[config.mk]
export PLATFORM = sky130hd
export DESIGN_NAME = bus_recovery
export DESIGN_NICKNAME = d
export VERILOG_FILES = /design/src/rtl/bus_recovery_pkg.sv /design/src/rtl/bus_recovery_datapath.sv /design/src/rtl/bus_recovery_ctrl.sv /design/src/rtl/bus_recovery.sv
export SDC_FILE = /design/constraint.sdc
export NUM_CORES = 1
export LEC_CHECK = 0
export ABC_AREA = 0
export ABC_CLOCK_PERIOD_IN_PS = 2280
export BUFFER_PORTS_ARGS = -buffer_cell sky130_fd_sc_hd__buf_2
export CORE_MARGIN = 3
export CORE_UTILIZATION = 59
export DETAILED_ROUTE_END_ITERATION = 6
export GPL_TIMING_DRIVEN = 0
export HOLD_SLACK_MARGIN = 0.15
export PLACE_DENSITY = 0.78
export REMOVE_ABC_BUFFERS = 1
export SKIP_LAST_GASP = 1
export SLEW_MARGIN = 20
export SYNTH_ARGS = -nofsm -noshare
export SYNTH_HDL_FRONTEND = slang
export SYNTH_SLANG_ARGS = --single-unit
[constraint.sdc]
create_clock -name clk -period 2.28 [get_ports clk]
set_input_delay 0.114 -clock clk [delete_from_list [all_inputs] [get_ports clk]]
set_output_delay 0.114 -clock clk [all_outputs]
set_load 0.02 [all_outputs]
[src/rtl/bus_recovery_pkg.sv]
package bus_recovery_pkg;

  typedef enum logic [3:0] {
    ST_IDLE,
    ST_HOLD,
    ST_RELEASE,
    ST_CHECK,
    ST_PULSE,
    ST_SETTLE,
    ST_UNHOLD,
    ST_REINIT,
    ST_REPORT
  } recState_t;

  typedef struct packed {
    logic timerLoad;
    logic timerRun;
    logic iterClear;
    logic iterInc;
    logic markOk;
    logic markFail;
  } recStrobe_t;

endpackage

[src/rtl/bus_recovery_datapath.sv]
module bus_recovery_datapath
  import bus_recovery_pkg::*;
#(
  parameter int PULSE_CYCLES = 2500,
  parameter int MAX_ITER     = 100
) (
  input  logic       clk,
  input  logic       rst_n,
  input  recStrobe_t strobe,
  input  logic       sclIn,
  input  logic       sdaIn,
  output logic       timerDone,
  output logic       iterAtMax,
  output logic       busFree,
  output logic       recovered
);

  localparam int TW = (PULSE_CYCLES > 1) ? $clog2(PULSE_CYCLES) : 1;
  localparam int IW = $clog2(MAX_ITER + 1);
  localparam logic [IW-1:0] ITER_LIMIT = IW'(MAX_ITER);

  logic [IW-1:0] iterCount;

  assign busFree = sclIn & sdaIn;

  generate
    if (PULSE_CYCLES > 1) begin : g_timer
      localparam logic [TW-1:0] TIMER_TOP = TW'(PULSE_CYCLES - 1);
      logic [TW-1:0] timerValue;

      always_ff @(posedge clk or negedge rst_n) begin
        if (!rst_n) begin
          timerValue <= '0;
        end else if (strobe.timerLoad) begin
          timerValue <= TIMER_TOP;
        end else if (strobe.timerRun && timerValue != '0) begin
          timerValue <= timerValue - 1'b1;
        end
      end

      assign timerDone = (timerValue == '0);


      timer_range_chk: assert property (@(posedge clk) disable iff (!rst_n)
        timerValue <= TIMER_TOP);
    end else begin : g_no_timer
      assign timerDone = 1'b1;
    end
  endgenerate

  always_ff @(posedge clk or negedge rst_n) begin
    if (!rst_n) begin
      iterCount <= '0;
    end else if (strobe.iterClear) begin
      iterCount <= '0;
    end else if (strobe.iterInc) begin
      iterCount <= iterCount + 1'b1;
    end
  end

  assign iterAtMax = (iterCount == ITER_LIMIT);

  always_ff @(posedge clk or negedge rst_n) begin
    if (!rst_n) begin
      recovered <= 1'b0;
    end else if (strobe.markOk) begin
      recovered <= 1'b1;
    end else if (strobe.markFail) begin
      recovered <= 1'b0;
    end
  end


  iter_bound_chk: assert property (@(posedge clk) disable iff (!rst_n)
    iterCount <= ITER_LIMIT);


  no_inc_at_max_chk: assert property (@(posedge clk) disable iff (!rst_n)
    strobe.iterInc |-> !iterAtMax);


  status_stable_chk: assert property (@(posedge clk) disable iff (!rst_n)
    !(strobe.markOk || strobe.markFail) |=> $stable(recovered));

endmodule

[src/rtl/bus_recovery_ctrl.sv]
module bus_recovery_ctrl
  import bus_recovery_pkg::*;
(
  input  logic       clk,
  input  logic       rst_n,
  input  logic       recoverReq,
  input  logic       timerDone,
  input  logic       iterAtMax,
  input  logic       busFree,
  output recStrobe_t strobe,
  output logic       sclDriveLow,
  output logic       ctrlResetHold,
  output logic       reinitPulse,
  output logic       done
);

  recState_t state, stateNext;

  always_ff @(posedge clk or negedge rst_n) begin
    if (!rst_n) state <= ST_IDLE;
    else        state <= stateNext;
  end

  always_comb begin
    stateNext = state;
    strobe    = '0;
    unique case (state)
      ST_IDLE: begin
        if (recoverReq) stateNext = ST_HOLD;
      end
      ST_HOLD: begin
        if (busFree) begin
          strobe.markOk = 1'b1;
          stateNext     = ST_UNHOLD;
        end else begin
          stateNext = ST_RELEASE;
        end
      end
      ST_RELEASE: begin
        strobe.iterClear = 1'b1;
        stateNext        = ST_CHECK;
      end
      ST_CHECK: begin
        if (busFree) begin
          strobe.markOk = 1'b1;
          stateNext     = ST_UNHOLD;
        end else if (iterAtMax) begin
          strobe.markFail = 1'b1;
          stateNext       = ST_UNHOLD;
        end else begin
          strobe.timerLoad = 1'b1;
          stateNext        = ST_PULSE;
        end
      end
      ST_PULSE: begin
        strobe.timerRun = 1'b1;
        if (timerDone) begin
          strobe.timerLoad = 1'b1;
          strobe.iterInc   = 1'b1;
          stateNext        = ST_SETTLE;
        end
      end
      ST_SETTLE: begin
        strobe.timerRun = 1'b1;
        if (timerDone) stateNext = ST_CHECK;
      end
      ST_UNHOLD: stateNext = ST_REINIT;
      ST_REINIT: stateNext = ST_REPORT;
      ST_REPORT: stateNext = ST_IDLE;
      default:   stateNext = ST_IDLE;
    endcase
  end

  always_comb begin
    ctrlResetHold = 1'b0;
    sclDriveLow   = 1'b0;
    reinitPulse   = 1'b0;
    done          = 1'b0;
    case (state)
      ST_HOLD, ST_RELEASE, ST_CHECK, ST_SETTLE: ctrlResetHold = 1'b1;
      ST_PULSE: begin
        ctrlResetHold = 1'b1;
        sclDriveLow   = 1'b1;
      end
      ST_REINIT: reinitPulse = 1'b1;
      ST_REPORT: done        = 1'b1;
      default: ;
    endcase
  end


  hold_start_chk: assert property (@(posedge clk) disable iff (!rst_n)
    (state == ST_IDLE && recoverReq) |=> ctrlResetHold);


  pulse_len_chk: assert property (@(posedge clk) disable iff (!rst_n)
    (sclDriveLow && !timerDone) |=> sclDriveLow);


  pulse_end_chk: assert property (@(posedge clk) disable iff (!rst_n)
    (sclDriveLow && timerDone) |=> (!sclDriveLow && ctrlResetHold));


  reinit_after_hold_chk: assert property (@(posedge clk) disable iff (!rst_n)
    $fell(ctrlResetHold) |=> reinitPulse);


  done_after_reinit_chk: assert property (@(posedge clk) disable iff (!rst_n)
    reinitPulse |=> (done && !reinitPulse));


  busy_ignores_req_chk: assert property (@(posedge clk) disable iff (!rst_n)
    (state != ST_IDLE) |=> (state != ST_HOLD));


  free_no_pulse_chk: assert property (@(posedge clk) disable iff (!rst_n)
    (state == ST_HOLD && busFree) |=> (!ctrlResetHold && !sclDriveLow));

endmodule

[src/rtl/bus_recovery.sv]
module bus_recovery
  import bus_recovery_pkg::*;
#(
  parameter int PULSE_CYCLES = 2500,
  parameter int MAX_ITER     = 100
) (
  input  logic clk,
  input  logic rst_n,
  input  logic recoverReq,
  input  logic sclIn,
  input  logic sdaIn,
  output logic sclDriveLow,
  output logic ctrlResetHold,
  output logic reinitPulse,
  output logic done,
  output logic recovered
);

  recStrobe_t strobe;
  logic timerDone;
  logic iterAtMax;
  logic busFree;

  bus_recovery_ctrl u_ctrl (
    .clk           (clk),
    .rst_n         (rst_n),
    .recoverReq    (recoverReq),
    .timerDone     (timerDone),
    .iterAtMax     (iterAtMax),
    .busFree       (busFree),
    .strobe        (strobe),
    .sclDriveLow   (sclDriveLow),
    .ctrlResetHold (ctrlResetHold),
    .reinitPulse   (reinitPulse),
    .done          (done)
  );

  bus_recovery_datapath #(
    .PULSE_CYCLES (PULSE_CYCLES),
    .MAX_ITER     (MAX_ITER)
  ) u_dp (
    .clk       (clk),
    .rst_n     (rst_n),
    .strobe    (strobe),
    .sclIn     (sclIn),
    .sdaIn     (sdaIn),
    .timerDone (timerDone),
    .iterAtMax (iterAtMax),
    .busFree   (busFree),
    .recovered (recovered)
  );

endmodule

Word-level counts from Yosys, hierarchy flattened
Cells that the tools add are included.

Bits in registers: 24. Output and inout bits: 5.

Add/sub/neg operators: 2. Equal/unequal tests: 12. Muxes and demuxes: 29. Bitwise operators: 1. Reduce and logical (&&, ||, !) cells: 11.

Operator list (count): $pmux W4 S8 (1); $mux W12 (2); $mux W1 (17); $eq A4 B3 Y1 const B (4); $mux W7 (2); $logic_not A12 Y1 (1); $mux W4 (3); $reduce_bool A12 Y1 (1); $sub A12 B1 Y12 const B (1); $eq A4 B2 Y1 const B (2); $add A7 B1 Y7 const B (1); $eq A7 B7 Y1 const B (1); $ne A2 B2 Y1 const B (3); $reduce_bool A2 Y1 (3); $reduce_or A5 Y1 (1); $eq A4 B1 Y1 const B (1); $eq A4 B4 Y1 const B (1); $logic_not A4 Y1 (1); $mux W2 (2); $reduce_or A2 Y1 (2); $mux W3 (1); $reduce_and A3 Y1 (1); $pmux W1 S2 (1); $and A1 B1 Y1 (1); $logic_and A1 B1 Y1 (1).

Depth between registers and ports, before layout
Gate-level depths: netlist (run 1).

Depth after elaboration: 6. Gate-level depth with buffers: 7. Depth with buffers taken out: 6.

By module
A second synthesis (run 1) with hierarchy kept.

Cells, all modules: 150. Area, all modules: 1411.4 µm².

Modules (own cells, without submodules): bus_recovery_datapath (instances 1, cells each 112, area an instance 1101.1 µm²); bus_recovery_ctrl (instances 1, cells each 38, area an instance 310.3 µm²).

Worst setup path before layout (run 1)
Ideal clock, no wire load.

Path kind: flip-flop to flip-flop. Start point: register u_ctrl.state[1]. End point: register u_dp.iterCount[2]. Data arrival time: 1.757 ns. Path slack: 0.446 ns. Cell stages (with the launch flop): 7. Cells stage by stage: dfrtp_1 -> buf_6 -> nor4b_4 -> nand4_2 -> buf_2 -> or3_1 -> a21oi_1.

Cells in the longest elaborated chain, start to end: 3. Elaborated cells between the ends (all ways): 6. Classes of those cells: eq/ne: 2; mux: 3; reduce/logical: 1.

RTL lines: from (decl) (line bus_recovery_ctrl.sv:17) `recState_t state, stateNext;`; from (signal assigned) (line bus_recovery_ctrl.sv:21) `else state <= stateNext;`; $eq A4 B2 Y1 or $eq A4 B3 Y1 (tied branches) (line bus_recovery_ctrl.sv:27) `unique case (state)`; $mux W1 (line bus_recovery_ctrl.sv:27); $mux W7 or $reduce_bool A2 Y1 (tied branches); to (signal assigned) (line bus_recovery_datapath.sv:57) `iterCount <= iterCount + 1'b1;`; to (decl) (line bus_recovery_datapath.sv:22) `logic [IW-1:0] iterCount;`.

Several ways; a longest one is shown, not always the timed one. A chain may end at the register's enable or synchronous reset.

Final worst setup path (run 1)
Start point: register u_dp.g_timer.timerValue[0]. End point: register u_ctrl.state[1].

Cells in the longest elaborated chain, start to end: 3. Elaborated cells between the ends (all ways): 4. Classes of those cells: eq/ne: 2; reduce/logical: 2.

RTL lines: from (decl) (line bus_recovery_datapath.sv:29) `logic [TW-1:0] timerValue;`; from (signal assigned) (line bus_recovery_datapath.sv:37) `timerValue <= timerValue - 1'b1;`; $logic_not A12 Y1 * (line bus_recovery_datapath.sv:41) `assign timerDone = (timerValue == '0);`; $ne A2 B2 Y1 (no line); $reduce_and A3 Y1 (no line) *.

Mark *: on every way between the ends. The rest lies on a longest branch, timed or not.

==> results of run 1 <==
## cell usage in the layout (no fill, tap or decap), types with 5 or more instances in the layout
master   netlist  final
o31ai_1        5      5
or3_1          8      8
nor2_1         6      6
nor3_1         5      5
buf_2          2      9
dfrtp_1       24     24
o21ai_0       10     10
nand2_1       12     12
inv_1          7      7
a21oi_1       14     14
nand3_1        5      5
## registers in the layout, indices dropped and copies added (netlist names)
name                     count
u_dp.recovered               1
u_ctrl.state                 4
u_dp.iterCount               7
u_dp.g_timer.timerValue     12
## per-stage QoR
stage / instances / power (mW) / instance area [sq um] / hold WS (ps) / util [%]
final: 189 / 0.666 / 1640 / 190 / 70.8
after detailed placement: 182 / 0.448 / 1570 / 124 / 67.5
after global placement: 182 / 0.447 / 1570 / 119 / 67.5
after global routing: 189 / 0.693 / 1640 / 185 / 70.8
after floorplan: 145 / 0.435 / 1490 / -182 / -
after CTS: 189 / 0.670 / 1630 / 188 / 70.4
## worst max-delay path, cell delays in order, from the launching register on
cell and delay [ps]:
dfrtp_1 420, inv_1 120, ha_1 200, or4b_4 530, nor3_4 340, nor2b_2 100
nor4_2 240
## cell usage after synthesis, drive strengths merged, types with 2 or more instances
| cell | instances | area, sq um |
|---|---|---|
| o41ai | 2 | 17.5 |
| or4b | 2 | 27.5 |
| or3 | 8 | 50.1 |
| nor4b | 3 | 56.3 |
| nand4 | 3 | 40.0 |
| inv | 7 | 26.3 |
| or4 | 4 | 33.8 |
| buf | 4 | 32.5 |
| o21ai | 10 | 50.1 |
| dfrtp | 24 | 601 |
| a21oi | 15 | 78.8 |
| nor2 | 6 | 22.5 |
| nor3b | 2 | 31.3 |
| nor3 | 6 | 41.3 |
| ha | 4 | 50.1 |
| and2 | 2 | 12.5 |
| xnor2 | 2 | 17.5 |
| nand3 | 5 | 25.0 |
| a211oi | 2 | 20.0 |
| nor4 | 3 | 40.0 |
| o211ai | 2 | 15.0 |
| nand2 | 12 | 45.0 |
| o31ai | 6 | 58.8 |
| or2 | 3 | 18.8 |
| mux2i | 2 | 20.0 |
## power by group through the flow
| stage | clock network (mW) | registers, mW | logic, mW |
|---|---|---|---|
| finish | 0.223 | 0.426 | 0.0175 |
| CTS | 0.226 | 0.426 | 0.0181 |
| global placement | 0 | 0.434 | 0.0136 |
| global route | 0.247 | 0.426 | 0.0201 |
| detailed placement | 0 | 0.434 | 0.0142 |
| floorplan | 0 | 0.434 | 0.00156 |
## metal layers
layer / up-vias / track usage (%)
met4: 0 / 5.42
met2: 19 / 34.7
li1: 585 / -
met1: 595 / 26.0
met3: 2 / 2.76
met5: - / 0
## how the worst max path moves through the flow
| stage | end | start | cells past startpoint |
|---|---|---|---|
| finish | u_ctrl.state[1] | u_dp.g_timer.timerValue[0] | 6 |
| global route | u_dp.g_timer.timerValue[5] | u_dp.g_timer.timerValue[2] | 4 |
| CTS | u_dp.iterCount[3] | u_dp.g_timer.timerValue[0] | 6 |
| detailed placement | u_dp.iterCount[3] | u_dp.g_timer.timerValue[0] | 6 |
| global placement | u_dp.iterCount[4] | u_dp.g_timer.timerValue[0] | 6 |
| floorplan | u_dp.iterCount[3] | u_ctrl.state[1] | 4 |
## layout make-up
| class | instances | share of cell area [%] |
|---|---|---|
| well taps | 28 | 2.14 |
| clock buffers | 4 | 2.21 |
| inverters | 7 | 1.60 |
| repair buffers | 12 | 4.58 |
| multi-input cells | 114 | 52.9 |
| flip-flops and latches | 24 | 36.6 |
## repair_timing
| item | in CTS | in global routing |
|---|---|---|
| resized for setup | 0 | 1 |
| hold buffers | 3 | 0 |
| setup endpoints to repair | 0 | 1 |
| setup buffers | 0 | 0 |
| hold endpoints to repair | 25 | 0 |
## logic make-up after synthesis
| kind of cell | share of synthesized area, % |
|---|---|
| AOI/OAI and AO/OA | 17.6 |
| buffers and inverters | 3.87 |
| DFF | 39.6 |
| adders and majority gates | 3.30 |
| and+or+nand+nor | 32.6 |
| muxes | 1.32 |
| xor gates and xnor gates | 1.73 |
==> results.md, run 1 <==
- Status: complete, no violations
- Combinational power share: 2.6%
- Clock transition at path regs: 130 ps
- Dpl ws: 206 ps
- Io pins: 10
- Endpoints failing hold: 0
- Final worst slack: 233 ps
- # Max-Cap Violations: 0
- Post-synth top flop: dfrtp_1
- Sw Pwr: 0.137 mW
- Fmax: 489 MHz
- H-tree Lvls: 1
- Power per cell area: 406 mW/mm^2
- Internal: 0.530 mW
- First-pass DRT Iterations: 4
- Routability congestion estimate: 0.822
- First-pass GRT wire length: 5150 um
- Drt drc: 0
- Clock period minus final worst setup slack: 2050 ps
- Critical R2R Launch: u_dp.g_timer.timerValue[0]
- DR WL/cell: 16.2 um
- WL met3: 80 um
- YS warnings: 0
- Slew @ Worst Pin: 688 ps
- Peak VDD IR: 434 uV
- Wl on met1: 1390 um
- P_leak: 0.658 nW
- Via count: 1201
- FF+latch count, synth: 24
- Total track usage: 20.1%
- Power share of the clock group: 33.5%
- Initial drt markers: 31
- Post-DR vias/cell: 6.35
- DRT antenna net count: 0
- Cells after synthesis: 149
- Critical Path AT: 2270 ps
- Post-DP HPWL: 2150 um
- Initial antenna violation count: 0
- Total grt overflow: 0
- Final setup fails: 0
- Req. time, crit path: 2500 ps
- Fin crit share: 89.8%
- Hold_sp: recoverReq
- Routed wl met2: 1570 um
- Core Footprint: 0.00232 sq mm
- CTS Buf Count: 3
- Pin count of the biggest net entering global routing: 25
- TritonCTS clock tree: done
- CP Class: reg -> reg
- Hold endpoint: u_ctrl.state[0]
- Register area: 601 sq um
- Slew Limit Fails: 0
- Synthesis-to-finish area growth: 8.08%
- R2r setup slk: 230 ps
- Worst-Skew Late Latency: 310 ps
- Hold path depth: 3
- Startpoint types: flip-flop
- Slew HR: 53.7%
- Post-synth ARST share: 100%
- Maximum fanout along the worst path: 7
- Clock skew after layout: 1.98 ps
- Post-synth EDFFs: 0
- Sequential fraction of the synthesis area: 39.6%
- Highest Signal Layer: met4
- Longest Clk Path Bufs: 2
- Multi-input logic area: 867 sq um
- DIE WIDTH: 56.7 um
- Total Wirelength: 3050 um
- Synth Area per Inst: 10.2 sq um
- # rows: 17
- Worst flop-to-flop path endpoint: u_ctrl.state[1]
- Unrepaired setup endpoints after global routing: false
- Worst hold path type: in -> reg
- Vias in the first global route: 1175
- Root buf cell: clkbuf_4
- Flop pwr share: 63.9%
- Worst-case reg-to-reg path depth: 6
- Die ar.: 0.00322 sq mm
- Distinct cells, synth: 47
- Die Y: 56.7 um
- Switching share of power: 20.5%
- Setup TNS: 0 ps
- Initial Util: 65.5%
- Port buffer count: 9
- Share of layout cells above drive strength 1: 21.7%
- Total Nets Final: 171
- # diodes: 0
- Synthesized area: 0.00152 sq mm
- Crit. End Element: flip-flop
- Filler cells: 177
- Clock Sinks: 24
Note: power is estimated with default switching activity, not from simulation.
==> run 2: changes to the inputs <==
GPL_TIMING_DRIVEN = not set   (was 0)
PLACE_DENSITY = not set   (was 0.78)
PLACE_DENSITY_LB_ADDON = 0.1   (was not set)
==> results.md, run 2 (synthesis gave the netlist of run 1 again) <==
- # rows: 17
- Slowest stage delay, CP: 450 ps
- Unrepaired setup endpoints after global routing: false
- Startpoint types: flip-flop
- # diodes: 0
- Io pins: 10
- TritonCTS clock tree: done
- Power per cell area: 386 mW/mm^2
- Die Y: 56.7 um
- Status: complete, no violations
- Slew HR: 63.8%
- CP Class: reg -> reg
- Initial drt markers: 44
- Commonest non-fill, non-tap cell in the layout: dfrtp_1
- Total grt overflow: 0
- Internal: 0.494 mW
- Total power: 0.628 mW
- Total Nets Final: 172
- Post-route non-filler standard cell count: 189
- Endpoints failing hold: 0
- Maximum fanout along the worst path: 14
- DR WL/cell: 15.8 um
- Crit path cell chain: inv_1 > ha_1 > nor4b_4 > nand4_2 > or3_1 > a21oi_1
- Drt drc: 0
- Port buffer count: 9
- Total track usage: 20.4%
- Pin count of the biggest net entering global routing: 25
- Combinational power share: 2.9%
- Total Wirelength: 2980 um
- Share of layout cells above drive strength 1: 21.7%
- Power share of the clock group: 29.4%
- Switching share of power: 21.4%
- Longest Clk Path Bufs: 2
- Worst-Skew Late Latency: 310 ps
- Biggest regs: u_dp.g_timer.timerValue: 12 flops, u_dp.iterCount: 7 flops, u_ctrl.state: 4 flops
- Sw Pwr: 0.134 mW
- R2r setup slk: 180 ps
- Final setup fails: 0
- Routability congestion estimate: 0.849
- Peak VDD IR: 317 uV
- Slew @ Worst Pin: 543 ps
- Cell area after layout: 0.00163 sq mm
- Core Footprint: 0.00232 sq mm
- Req. time, crit path: 2530 ps
- Critical Path AT: 2340 ps
- Placement Cell Area: 0.00157 sq mm
- DP Cell Count: 183
- Via count: 1184
- Vias in the first global route: 1159
- # Max-Cap Violations: 0
- DRT antenna net count: 0
- Clock Sinks: 24
- Post-DR vias/cell: 6.26
- First-pass DRT Iterations: 4
- Max reg flops: 12
- Flop pwr share: 67.8%
- Post-DP HPWL: 2180 um
- WP buf/inv: 1
- H-tree Lvls: 1
- Most frequent cells in the layout: dfrtp_1 (24), a21oi_1 (14), nand2_1 (12)
- Fin crit share: 91.9%
- Worst hold path type: in -> reg
- Initial antenna violation count: 0
- Worst hold margin: 184 ps
- Most flops, register: u_dp.g_timer.timerValue
- Clock transition at path regs: 130 ps
- DIE WIDTH: 56.7 um
- P_leak: 0.677 nW
- Synthesis-to-finish area growth: 7.09%
- Die ar.: 0.00322 sq mm
- Slew Limit Fails: 0
- First-pass GRT wire length: 5260 um
- Initial Util: 65.5%
- CTS Buf Count: 3
- Kind of cell adding the most delay to the critical path: simple AND/OR/NAND/NOR gates
- Clock period minus final worst setup slack: 2100 ps
- Fmax: 477 MHz
- Crit. End Element: flip-flop
- Root buf cell: clkbuf_4
- Setup TNS: 0 ps
- Crit-path slowest cell: or3_1
- Clock skew after layout: 3.24 ps
-- run 2: cell count changes in the layout (fill, tap and decap cells not counted) --
cell	before	now
buf_4	0	1
nand4_4	2	1
nand4_2	0	1
clkbuf_8	1	0
-- run 2: final cells by class --
type | count | area [sq um]
Inverter | 7 | 26.3
Tap cell | 28 | 35.0
Clock buffer | 3 | 22.5
Timing Repair Buffer | 13 | 82.6
Multi-Input combinational cell | 114 | 858
Fill cell | 183 | 693
Sequential cell | 24 | 601
-- run 2: worst paths after layout --
check,start,to,cells after the start
max,u_dp.g_timer.timerValue[0],u_dp.iterCount[6],6
min,recoverReq,u_ctrl.state[0],3
max reg2reg,u_dp.g_timer.timerValue[0],u_dp.iterCount[6],6
min reg2reg,u_dp.recovered,u_dp.recovered,2
max in group asynchronous,rst_n,u_dp.g_timer.timerValue[11],2
min in group asynchronous,rst_n,u_ctrl.state[1],2
-- run 2: tightest hold or removal path: stages --
cell and delay (ps):
buf_2 80, o31ai_1 70, a211oi_2 190
-- run 2: timing repair --
item	4_1_cts	5_1_grt
setup buffers	0	0
hold buffers	3	0
endpoints found under the hold margin	25	0
gates resized for setup	0	0
-- run 2: power groups by stage --
stage,registers [mW],clock network [mW],logic [mW]
floorplan,0.434,0,0.00156
global placement,0.434,0,0.0139
detailed placement,0.434,0,0.0144
CTS,0.426,0.188,0.0185
global route,0.426,0.208,0.0213
finish,0.426,0.185,0.0179
-- run 2: through the flow --
step | utilization, % | worst slack (ps)
2_1_floorplan | - | 422
3_3_place_gp | 67.8 | 304
3_5_place_dp | 67.8 | 244
4_1_cts | 70.1 | 209
5_1_grt | 70.1 | 13.3
6_report | 70.1 | 184
-- run 2: layer usage --
| layer | global-route usage [%] | vias up | share of wire (%) |
|---|---|---|---|
| met4 | 8.14 | 0 | 1.9 |
| met5 | 0 | - | 0 |
| met2 | 33.8 | 21 | 46 |
| met3 | 2.30 | 7 | 3.0 |
| li1 | - | 586 | - |
| met1 | 26.9 | 570 | 49 |
==> run 3: changes to the inputs <==
SYNTH_HIERARCHICAL = 1   (was not set)
==> results.md, run 3 <==
- Sequential fraction of the synthesis area: 42.6%
- Slew Limit Fails: 0
- Endpoints failing hold: 0
- Clock skew after layout: 9.52 ps
- First-pass GRT wire length: 4580 um
- Post-synth ARST share: 100%
- Total Nets Final: 190
- Die ar.: 0.00302 sq mm
- Routed wl met2: 1550 um
- Power share of the clock group: 17.2%
- First-pass DRT Iterations: 5
- Total grt overflow: 0
- Placement Cell Area: 0.00159 sq mm
- Post-synth EDFFs: 0
- Complex-gate fraction of the synthesized area: 12.9%
- Most frequent cells after synthesis: dfrtp_1 (24), nor2_1 (17), nand2_1 (10)
- Post-synth top flop: dfrtp_1
- Die Y: 54.9 um
- Final setup fails: 0
- Synth Area in XOR/XNOR: 2.48%
- Highest Signal Layer: met4
- Unrepaired setup endpoints after global routing: true
- Longest Clk Path Bufs: 2
- Slew HR: 59.2%
- Biggest regs: u_dp/g_timer.timerValue: 12 flops, u_dp/iterCount: 7 flops, u_ctrl/state: 4 flops
- Flop pwr share: 36.4%
- Most flops, register: u_dp/g_timer.timerValue
- Root buf cell: clkbuf_4
- Core Footprint: 0.00223 sq mm
- Routability congestion estimate: 0.824
- Worst hold path type: in -> reg
- Clock transition at path regs: 140 ps
- CP Class: reg -> reg
- Total track usage: 21.4%
- DRT antenna net count: 0
- Cell accounting for the most synthesized area: dfrtp_1
- Post-DP HPWL: 2150 um
- # rows: 17
- Largest family of logic cells by synthesized area: simple AND/OR/NAND/NOR gates
- Combinational power share: 46.4%
- Maximum fanout along the worst path: 4
- Slew @ Worst Pin: 607 ps
- Top cell type's share of synthesized area: 42.6%
- Register area: 601 sq um
- Internal: 1.10 mW
- Area contributors post-synth: dfrtp_1 (43%), nor2_1 (4.5%), ha_1 (3.5%), a21oi_1 (3.2%), nor4_1 (3.1%)
- Power per cell area: 1040 mW/mm^2
- Simple-Gate Fraction of Synth Area: 30.0%
- Distinct cells, synth: 41
- Cell area after layout: 0.00174 sq mm
- Peak VDD IR: 915 uV
- Most frequent cells in the layout: dfrtp_1 (24), buf_4 (19), nor2_1 (17)
- Clock Sinks: 24
- DP Cell Count: 198
- Worst-Skew Late Latency: 320 ps
- Util after Layout: 78.1%
- Req. time, crit path: 2540 ps
- # diodes: 0
- Post-DR vias/cell: 5.90
- Most frequent cell after synthesis: dfrtp_1
- Pin count of the biggest net entering global routing: 25
- Synthesis-to-finish area growth: 23.6%
- Share of layout cells above drive strength 1: 27.8%
- Synth Area per Inst: 9.41 sq um
- Initial antenna violation count: 0
- DIE WIDTH: 54.9 um
- WL met3: 101 um
- Sw Pwr: 0.705 mW
- Critical Path AT: 2530 ps
- H-tree Lvls: 1
- Initial drt markers: 35
- DR WL/cell: 14.6 um
- Drt drc: 0
- Synthesized area: 0.00141 sq mm
- Wl on met1: 1310 um
- Post-route non-filler standard cell count: 208
- Status: complete, no violations
- Vias in the first global route: 1081
- Startpoint types: flip-flop
- FF+latch count, synth: 24
- Port buffer count: 9
- Cells after synthesis: 150
- P_leak: 0.754 nW
- Via count: 1228
- Crit. End Element: flip-flop
- Switching share of power: 39.0%
- Filler cells: 158
- YS warnings: 6
- Adder-cell share of the synthesized area: 3.55%
- Post-synthesis mux area share: 4.52%
- Commonest non-fill, non-tap cell in the layout: dfrtp_1
- Fin crit share: 99.5%
- Initial Util: 63.2%
- Clock period minus final worst setup slack: 2270 ps
- Total Wirelength: 3030 um
- Multi-input logic area: 802 sq um
- Fmax: 441 MHz
- CTS Buf Count: 3
- Total power: 1.81 mW
- # Max-Cap Violations: 0
- Io pins: 10
- TritonCTS clock tree: done
- Max reg flops: 12
-- run 3: cell type report --
class | count | area share (%)
Clock buffer | 3 | 1.29
Clock inverter | 1 | 1.72
Inverter | 7 | 1.51
Multi-Input combinational cell | 114 | 46.0
Sequential cell | 24 | 34.4
Tap cell | 28 | 2.01
Timing Repair Buffer | 31 | 13.1
-- run 3: cells by family after synthesis --
group,after synthesis
buffers and inverters,12
xor gates and xnor gates,4
AOI/OAI and AO/OA,29
DFF,24
muxes,6
and+or+nand+nor,71
adders and majority gates,4
-- run 3: worst max-delay path, cell delays in order (launching register included) --
cell and delay [ps]:
dfrtp_1 420, inv_2 90, ha_4 130, or4b_4 470
nor4_4 170, and2_4 220, o2111ai_1 140, or3_4 420
a21oi_2 150
-- run 3: worst paths after layout --
| kind | from | endpoint | slack (ps) | cells past startpoint |
|---|---|---|---|---|
| worst min register to register | u_dp/recovered | u_dp/recovered | 500 | 1 |
| worst max-delay path | u_dp/g_timer.timerValue[0] | u_dp/iterCount[6] | 10 | 8 |
| worst min-delay path | sdaIn | u_dp/recovered | 270 | 5 |
| worst max register to register | u_dp/g_timer.timerValue[0] | u_dp/iterCount[6] | 10 | 8 |
| max in group asynchronous | rst_n | u_ctrl/state[2] | 1640 | 2 |
| min in group asynchronous | rst_n | u_dp/g_timer.timerValue[11] | 280 | 2 |
-- run 3: power by group through the flow --
stage	Clock [mW]	Combinational, mW	Sequential, mW
final	0.311	0.839	0.658
after floorplan	0	0.449	0.672
after CTS	0.315	0.777	0.652
after detailed placement	0	0.774	0.661
after global routing	0.335	0.924	0.679
after global placement	0	0.745	0.649
-- run 3: timing repair --
action                     4_1_cts  5_1_grt
setup buffers                    1        3
gates resized for setup          1       11
hold endpoints to repair        25        0
pin swaps                        2        0
gates cloned                     0        0
hold buffers                     2        0
setup endpoints to repair        6        5
-- run 3: metal layers --
metal  vias to the layer above  global-route usage [%]
met3                         8                    3.22
met4                         0                    10.9
li1                        602                       -
met5                         -                       0
met1                       585                    26.5
met2                        33                    35.8
-- run 3: stage by stage --
step / worst slack [ps] / setup TNS [ps] / hold slack (ps)
global placement: 15.7 / 0 / 116
CTS: 17.3 / 0 / 262
finish: 12.4 / 0 / 273
floorplan: -320 / -1910 / -182
detailed placement: -83.6 / -172 / 119
global route: -105 / -146 / 282
